$ cat src/rtl/pixExtractPkg.sv
package pixExtractPkg;
  // Word geometry; all other widths derive from it.
  parameter int PIX_WORD_W = 16;
  localparam int PIX_MODES = $clog2(PIX_WORD_W) + 1;   // 1,2,4,8,16 bpp
  localparam int PIX_TGT_W = $clog2(PIX_WORD_W);
  localparam int PIX_BPP_W = 4;

  // Strobes handed from the mode control to the extraction datapath.
  typedef struct packed {
    logic                 useImmediate;
    logic [PIX_MODES-1:0] modeHot;
    logic [PIX_TGT_W-1:0] target;
  } pixStrobes_t;
endpackage

$ cat src/rtl/pixModeCtrl.sv
module pixModeCtrl
  import pixExtractPkg::*;
(
  input  logic                 dataReady,
  input  logic [PIX_BPP_W-1:0] immBpp,
  input  logic [PIX_BPP_W-1:0] latBpp,
  input  logic [PIX_TGT_W-1:0] immTarget,
  input  logic [PIX_TGT_W-1:0] latTarget,
  output pixStrobes_t          strobes
);
  logic [PIX_BPP_W-1:0] selBpp;
  logic [PIX_MODES-1:0] modeVec;

  assign selBpp = dataReady ? immBpp : latBpp;

  // One decoder per supported depth; any other code raises no strobe.
  for (genvar m = 0; m < PIX_MODES; m++) begin : g_dec
    assign modeVec[m] = (selBpp == PIX_BPP_W'(m));
  end

  always_comb begin
    strobes.useImmediate = dataReady;
    strobes.modeHot      = modeVec;
    strobes.target       = dataReady ? immTarget : latTarget;
  end

  // a legal code raises exactly one strobe, an illegal code none.
  always_comb begin
    if (selBpp < PIX_BPP_W'(PIX_MODES)) begin
      assert_mode_decode_R8: assert ($onehot(modeVec))
        else $error("legal depth code did not raise one strobe");
    end else begin
      assert_mode_silent_R8: assert (modeVec == '0)
        else $error("illegal depth code raised a strobe");
    end
  end
endmodule

$ cat src/rtl/pixExtractPath.sv
module pixExtractPath
  import pixExtractPkg::*;
(
  input  pixStrobes_t           strobes,
  input  logic [PIX_WORD_W-1:0] immWord,
  input  logic [PIX_WORD_W-1:0] latWord,
  input  logic [PIX_WORD_W-1:0] colourBase,
  output logic [PIX_WORD_W-1:0] pixColour
);
  logic [PIX_WORD_W-1:0]                 srcWord;
  logic [PIX_MODES-1:0][PIX_WORD_W-1:0] fieldVal;
  logic [PIX_WORD_W-1:0]                 pixVal;

  assign srcWord = strobes.useImmediate ? immWord : latWord;

  // One extractor per depth. Sub-pixel 0 sits at the top of the word.
  for (genvar m = 0; m < PIX_MODES; m++) begin : g_mode
    localparam int PW = 1 << m;
    localparam int NF = PIX_WORD_W / PW;
    localparam logic [PIX_WORD_W-1:0] MASK = PIX_WORD_W'((64'd1 << PW) - 1);
    logic [PIX_TGT_W-1:0]  revIdx;
    logic [PIX_WORD_W-1:0] shifted;
    // Only the low target bits that address a field at this depth count.
    assign revIdx  = ~strobes.target & PIX_TGT_W'(NF - 1);
    assign shifted = srcWord >> (int'(revIdx) << m);
    assign fieldVal[m] = strobes.modeHot[m] ? (shifted & MASK) : '0;
  end

  always_comb begin
    pixVal = '0;
    for (int m = 0; m < PIX_MODES; m++) pixVal = pixVal | fieldVal[m];
    if (strobes.modeHot[PIX_MODES-1])
      pixColour = pixVal;
    else if (|strobes.modeHot)
      pixColour = pixVal + colourBase;
    else
      pixColour = '0;
  end
endmodule

$ cat src/rtl/pixel_word_extract.sv
module pixel_word_extract
  import pixExtractPkg::*;
(
  input  logic                  dataReady,
  input  logic [PIX_WORD_W-1:0] immWord,
  input  logic [PIX_BPP_W-1:0]  immBpp,
  input  logic [PIX_TGT_W-1:0]  immTarget,
  input  logic [PIX_WORD_W-1:0] latWord,
  input  logic [PIX_BPP_W-1:0]  latBpp,
  input  logic [PIX_TGT_W-1:0]  latTarget,
  input  logic [PIX_WORD_W-1:0] colourBase,
  output logic [PIX_WORD_W-1:0] pixColour
);
  pixStrobes_t strobes;

  pixModeCtrl u_ctrl (
    .dataReady (dataReady),
    .immBpp    (immBpp),
    .latBpp    (latBpp),
    .immTarget (immTarget),
    .latTarget (latTarget),
    .strobes   (strobes)
  );

  pixExtractPath u_path (
    .strobes    (strobes),
    .immWord    (immWord),
    .latWord    (latWord),
    .colourBase (colourBase),
    .pixColour  (pixColour)
  );

  // Port-level relations between the control and datapath halves.
  logic [PIX_BPP_W-1:0]  chkBpp;
  logic [PIX_WORD_W-1:0] chkWord;
  logic [PIX_WORD_W-1:0] chkOffset;
  always_comb begin
    chkBpp    = dataReady ? immBpp : latBpp;
    chkWord   = dataReady ? immWord : latWord;
    chkOffset = pixColour - colourBase;
    if (chkBpp >= PIX_BPP_W'(PIX_MODES)) begin
      assert_invalid_zero_R8: assert (pixColour == '0)
        else $error("illegal depth gave nonzero colour");
    end
    if (chkBpp == PIX_BPP_W'(PIX_MODES - 1)) begin
      assert_full_word_R2: assert (pixColour == chkWord)
        else $error("full depth did not pass the word");
    end
    if (chkBpp == PIX_BPP_W'(0)) begin
      assert_one_bit_range_R6: assert (chkOffset <= PIX_WORD_W'(1))
        else $error("single-bit pixel out of range");
    end
    if (chkBpp == PIX_BPP_W'(PIX_MODES - 2)) begin
      assert_byte_range_R3: assert (chkOffset < PIX_WORD_W'(256))
        else $error("byte pixel out of range");
    end
  end
endmodule

$ cat config.mk
export PLATFORM = sky130hd
export DESIGN_NAME = pixel_word_extract
export DESIGN_NICKNAME = d
export VERILOG_FILES = /design/src/rtl/pixExtractPkg.sv /design/src/rtl/pixModeCtrl.sv /design/src/rtl/pixExtractPath.sv /design/src/rtl/pixel_word_extract.sv
export SDC_FILE = /design/constraint.sdc
export NUM_CORES = 1
export LEC_CHECK = 0
export BUFFER_PORTS_ARGS = -buffer_cell sky130_fd_sc_hd__buf_4
export CORE_UTILIZATION = 50
export DETAILED_ROUTE_END_ITERATION = 10
export PLACE_DENSITY = 0.92
export SETUP_SLACK_MARGIN = 0.5
export SLEW_MARGIN = 20
export SYNTH_ARGS = -nofsm -noshare
export SYNTH_HDL_FRONTEND = slang
export SYNTH_SLANG_ARGS = --single-unit
$ cat constraint.sdc
create_clock -name vclk -period 8.6
set_input_delay 1.29 -clock vclk [all_inputs]
set_output_delay 1.29 -clock vclk [all_outputs]
set_load 0.005 [all_outputs]
## Yosys cells after proc, flatten, opt, wreduce, memory -nomap -nowiden

Cells that the tools add are included.
W data, S select, Z words.

| storage, ports and cells | value |
|---|---|
| register bits after elaboration | 0 |
| bits in latches | 0 |
| memory bits (writable) | 0 |
| ROM bits | 0 |
| input port bits | 65 |
| output and inout port bits | 16 |
| logic and storage cells | 26 |
| memories | 0 |

| cells by class | value |
|---|---|
| $add $sub $neg | 1 |
| multiply operators | 0 |
| div/mod/pow operators | 0 |
| $lt $le $gt $ge | 0 |
| equality and inequality tests | 4 |
| shift-type cells | 4 |
| mux-type cells | 10 |
| bitwise gates (word level) | 5 |
| reduce and logical (&&, ||, !) cells | 2 |

Operator list:

| operator | count |
|---|---|
| $mux W16 | 4 |
| $or A16 B16 Y16 | 2 |
| $add A16 B16 Y16 | 1 |
| $or A16 B4 Y16 | 1 |
| $or A16 B8 Y16 | 1 |
| $shr A16 B4 Y1 | 1 |
| $shr A16 B4 Y2 | 1 |
| $shr A16 B4 Y4 | 1 |
| $shr A16 B4 Y8 | 1 |
| $mux W4 | 3 |
| $eq A4 B2 Y1 const B | 2 |
| $mux W8 | 1 |
| $reduce_or A5 Y1 | 1 |
| $eq A4 B1 Y1 const B | 1 |
| $eq A4 B3 Y1 const B | 1 |
| $logic_not A4 Y1 | 1 |
| $not A4 Y4 | 1 |
| $mux W2 | 1 |
| $mux W1 | 1 |

## Logic depth before layout (Yosys ltp)

Gate-level depths: netlist of run 1.

| depth | value |
|---|---|
| depth after elaboration | 11 |
| depth in mapped cells | 18 |
| gate-level depth less buffers | 15 |

## Hierarchy

Synthesis of run 1 repeated with hierarchy kept, for this count alone.

| unflattened totals | value |
|---|---|
| cells, all modules | 269 |
| area total of the unflattened synthesis | 2288.4 µm² |

By module, submodules not included:

| module | instances | cells an instance | area an instance (µm²) | sequential area each (µm²) |
|---|---|---|---|---|
| pixExtractPath | 1 | 248 | 2090.8 | 0.0 |
| pixModeCtrl | 1 | 21 | 197.7 | 0.0 |

## Least setup slack after synthesis of run 1

OpenSTA, ideal clock, no wires.

| timing | value |
|---|---|
| kind | input to output |
| start | input port dataReady |
| end | output port pixColour[10] |
| data arrival time | 4.178 ns |
| data required time | 7.310 ns |
| setup slack | 3.132 ns |
| stages on the path | 14 |
| buffers on the path | 0 |
| cell sequence | mux2i_1 > mux4_1 > nand2_1 > nand4b_1 > nand4_1 > ha_1 > inv_1 > fa_1 > nor2b_1 > o31a_1 > o21a_1 > o21ai_0 > or4_1 > nand3_1 |

| on the way | value |
|---|---|
| word-level cells in the longest chain between the ends | 11 |
| elaborated cells between the ends (all ways) | 26 |
| classes of those cells | add/sub (1); eq/ne (4); shift (4); mux (10); bitwise (5); reduce/logical (2) |

Ends and longest elaborated chain:

| item | line | RTL |
|---|---|---|
| start, declared | pixel_word_extract.sv:4 | `input logic dataReady,` |
| $mux W4 | pixModeCtrl.sv:24 | `strobes.target = dataReady ? immTarget : latTarget;` |
| $not A4 Y4 | pixExtractPath.sv:24 | `assign revIdx = ~strobes.target & PIX_TGT_W'(NF - 1);` |
| $shr A16 B4 Y1 / $shr A16 B4 Y2 (equally long branches) | pixExtractPath.sv:25 | `assign shifted = srcWord >> (int'(revIdx) << m);` |
| $mux W1 / $mux W2 (equally long branches) | pixExtractPath.sv:26 | `assign fieldVal[m] = strobes.modeHot[m] ? (shifted & MASK) : '0;` |
| $or A16 B16 Y16 | pixExtractPath.sv:31 | `for (int m = 0; m < PIX_MODES; m++) pixVal = pixVal \| fieldVal[m];` |
| $or A16 B4 Y16 | pixExtractPath.sv:31 |  |
| $or A16 B8 Y16 | pixExtractPath.sv:31 |  |
| $or A16 B16 Y16 | pixExtractPath.sv:31 |  |
| $add A16 B16 Y16 | pixExtractPath.sv:35 | `pixColour = pixVal + colourBase;` |
| $mux W16 | pixExtractPath.sv:34 | `else if (\|strobes.modeHot)` |
| $mux W16 * | pixExtractPath.sv:32 | `if (strobes.modeHot[PIX_MODES-1])` |
| end, declared | pixel_word_extract.sv:12 | `output logic [PIX_WORD_W-1:0] pixColour` |

Mark *: on every way between the ends. The rest lies on a longest branch, timed or not.

## Final worst setup path of run 1

| timing | value |
|---|---|
| start | input port dataReady |
| end | output port pixColour[14] |

Same word-level chain as after synthesis.

==> run metrics, run 1 <==
Post-Syn Instances 258; Cell variety after synth 57; Layout Nets 413; synthesized area 0.00179 sq mm; Total Routing Usage GR 30.9%; final period utilization 78.1%; post-DR wirelength/cell 16.3 microns; Via Count 2398; CP endpoint kind output port; DRC errors left 0; worst min-delay path class input pin to output port; CP top delay family multiplexers; setup TNS 0 ns; Critical Path RT 7.31 ns; Yosys top cell area share 11.2%; clk_buf instances 0; largest net degree at the start of global routing 31; post-synth top area cell mux2i_1; GP Congestion 0.921; fill cell count 305; Vias per Instance 6.38; total die area 0.00382 sq mm; register area 0 sq um; die width 61.8 microns; DRT iter0 DRCs 206; CP Max Fanout 30; outcome complete, no violations; Final setup viols 0; crit path buf inv count 3; most used cell, CP buf_4; antenna diode count 0; PwrDens 56.1 mW/mm^2; Seq Cell Count 0; Worst Path Arrival 5.43 ns; vias in the first global route 2019; post-route cell area 0.00239 sq mm; Mapped Nets 339; Tmin final 6.72 ns; core area 0.00339 sq mm; CP max stage cell mux2i_2; global-route wire length before repair 9020 microns; P&R area growth vs syn 33.6%; crit path cell chain buf_4 -> mux2i_2 -> mux4_1 -> nand2_1 -> nand4b_1 -> nand4_1 -> ha_1 -> inv_1 -> fa_1 -> nor2b_1 -> o31a_1 -> o21ai_0 -> a211oi_1 -> nor3_1 -> o32ai_1 -> buf_4; pins over their slew limit 0; VDD IR max 0.0000282 V; PostCTS Resize Cnt 0; Hold Violations, Final 0; synth top area cells mux2i_1 (11%), ha_1 (10%), nand2_1 (7.3%); final wirelength 6150 microns; top cells by count, synth nand2_1 (35), nor2_1 (28), mux2i_1 (20); Setup crit start kind input pin; max incr delay on CP 0.75 ns; dpl hpwl 4800 microns; max_cap viols 0; Syn Area/Cell 6.93 sq um; final non-filler cell total 376; post-CTS setup buffer count 0; PortBufs 81; Crit Path Category input pin to output port; ANT nets after route 0; ratio of cells with drive above 1 in the final layout 28.8%; GRT overflow 0; Ys Warns 0; fmax 0.149 GHz; register area share after synthesis 0%; Initial Util 52.8%; Post-CTS Hold Buffers 0; DR pass1 iterations 4; DP Area 0.00239 sq mm; Die Y 61.8 microns; Slew @ Worst Pin 0.846 ns; num ports 81; Rows 21; Leakage Power 0.00113 uW; top-count cell post-synth nand2_1; Placed Instances 376; RSZ-0062 raised after global routing false; relative slew slack 43.2%; initial antenna violation count 0
==> cells by family after synthesis <==
| logic type | after synthesis | synth area share [%] |
|---|---|---|
| buffers and inverters | 16 | 5.94 |
| adders and majority gates | 16 | 11.6 |
| muxes | 27 | 17.2 |
| xor gates and xnor gates | 5 | 2.45 |
| and+or+nand+nor | 115 | 30.8 |
| AOI/OAI and AO/OA | 79 | 32.0 |
==> cell usage in the layout (no fill, tap or decap), drive strengths merged, types with 4 or more instances in the layout <==
cell	synthesis	layout
buf	11	84
nand2	35	35
nor2	29	29
mux2i	21	21
nand3	16	16
ha	15	15
a21oi	10	10
o22ai	10	10
o21a	8	8
nor3	7	7
o32ai	7	7
a211oi	7	7
o21ai	7	7
nand4	5	5
inv	4	4
mux2	4	4
a311oi	4	4
a31oi	4	4
a21o	4	4
xor2	4	4
==> report_power, final <==
group | switching [uW] | internal, uW
logic | 69.8 | 64.3
clock network | 0 | 0
registers | 0 | 0
total | 69.8 | 64.3
==> metal layers <==
layer  track usage, %  vias to the layer above  share of wire [%]
met1             41.8                     1065                 42
met5                0                        -                  0
met3             4.55                        8                 11
met2             52.2                      166                 46
li1                 -                     1159                  -
met4             6.03                        0               0.83
==> metrics by stage <==
stage | hold slack [ns] | worst slack (ns) | util [%] | total power (uW)
6_report | 2.94 | 1.88 | 70.5 | 134
5_1_grt | 2.97 | 1.65 | 70.5 | 144
4_1_cts | 2.93 | 1.69 | 70.4 | 131
3_5_place_dp | 2.93 | 1.70 | 70.4 | 130
3_3_place_gp | 2.93 | 1.90 | 70.4 | 128
2_1_floorplan | 2.71 | 3.13 | - | 80.7
==> path summary, 6_finish.rpt <==
| kind | start | end | slack, ns | cells past startpoint |
|---|---|---|---|---|
| min | colourBase[15] | pixColour[15] | 2.94 | 4 |
| max | dataReady | pixColour[14] | 1.88 | 16 |
==> final cells by class <==
| class | count | area (sq um) | share of cell area (%) |
|---|---|---|---|
| inverters | 4 | 15.0 | 0.628 |
| multi-input cells | 242 | 1690 | 70.6 |
| well taps | 46 | 57.6 | 2.41 |
| repair buffers | 84 | 631 | 26.4 |
Power figures use the tool's default switching activity.
==> inputs of run 2 (changes only) <==
==> constraint.sdc (replaced) <==
create_clock -name vclk -period 6.7
set_input_delay 1.005 -clock vclk [all_inputs]
set_output_delay 1.005 -clock vclk [all_outputs]
set_load 0.005 [all_outputs]
==> run 2 against run 1 <==
Via count rose by 0.50%. Critical endpoint is now pixColour[12]. Clock-buffer cell count did not move. Critical path type unchanged. First-iteration DRC count rose by 16%.
==> run metrics, run 2 (synthesis results as in run 1) <==
clk_buf instances 0; antenna diode count 0; Rows 21; final hold slack 2.37 ns; CP Max Fanout 30; DR pass1 iterations 6; core area 0.00339 sq mm; Critical Path RT 5.69 ns; die width 61.8 microns; most frequent cells in the layout buf_4 (85), nand2_1 (35), nor2_1 (28), mux2i_1 (20), nand3_1 (16); Leakage Power 0.00114 uW; global-route wire length before repair 9020 microns; Tmin final 5.75 ns; GP Congestion 0.928; relative slew slack 49.8%; register area 0 sq um; PwrDens 71.8 mW/mm^2; num ports 81; Slew @ Worst Pin 0.732 ns; post-CTS setup buffer count 0; Worst Path Arrival 4.74 ns; Die Y 61.8 microns; worst min-delay path class input pin to output port; Final setup viols 0; multi-input gate area in the final layout 0.00168 sq mm; final period utilization 85.8%; max_cap viols 0; Hold Violations, Final 0; setup TNS 0 ns; most common cell after layout, fill and taps aside buf_4; final wirelength 6200 microns; Initial Util 52.8%; CP endpoint kind output port; PostCTS Resize Cnt 0; ratio of cells with drive above 1 in the final layout 28.7%; dpl hpwl 4800 microns; Pwr Total 172 uW; fill cell count 313; PortBufs 81; ANT nets after route 0; Layout Nets 414; fmax 0.174 GHz; GRT overflow 0; Post-CTS Hold Buffers 0; DRT iter0 DRCs 239; Vias per Instance 6.39; P&R area growth vs syn 33.8%; initial antenna violation count 0; Setup crit start kind input pin; pins over their slew limit 0; largest net degree at the start of global routing 31; outcome complete, no violations; Crit Path Category input pin to output port; RSZ-0062 raised after global routing false; total die area 0.00382 sq mm; Seq Cell Count 0; vias in the first global route 2055; Via Count 2410; DRC errors left 0; post-DR wirelength/cell 16.4 microns; VDD IR max 0.0000290 V; Total Routing Usage GR 30.6%
-- run 2: path summary, 6_finish.rpt --
kind,slack [ns],startpoint,endpoint,cells past startpoint
worst min-delay path,2.37,colourBase[15],pixColour[15],4
worst max-delay path,0.95,dataReady,pixColour[12],17
-- run 2: worst max-delay path: stages --
cell,delay [ns]
buf_4,0.37
mux2i_1,0.25
buf_4,0.24
mux4_1,0.57
nand2_1,0.08
nand4b_1,0.11
nand4_1,0.10
ha_1,0.18
inv_1,0.06
fa_1,0.40
nor2b_1,0.19
o31a_1,0.20
o21ai_0,0.14
a211oi_1,0.33
nor3_1,0.08
o32ai_1,0.28
buf_4,0.16
-- run 2: through the flow --
stage          setup slack (ns)  utilization, %  instances  instance area [sq um]
2_1_floorplan              1.80               -        258                   1790
3_3_place_gp               1.10            70.6        377                   2390
3_5_place_dp               1.04            70.6        377                   2390
4_1_cts                    1.01            70.6        377                   2390
5_1_grt                   0.735            70.6        377                   2390
6_report                  0.954            70.6        377                   2390
-- run 2: layout make-up --
type / count / area share, %
multi-input combinational: 242 / 70.3
timing repair buffer: 85 / 26.7
tap: 46 / 2.40
inverter: 4 / 0.627
-- run 2: routing by layer --
metal,track usage (%),vias to the layer above,part of all wire (%)
met5,0,-,0
met4,6.98,0,0.97
met3,2.07,8,12
met2,51.0,169,45
met1,43.1,1070,42
li1,-,1163,-
-- run 2: report_power, final --
part | leakage [uW] | internal, uW | switching (uW)
Combinational | 0.00114 | 82.8 | 89.1
Sequential | 0 | 0 | 0
Clock | 0 | 0 | 0
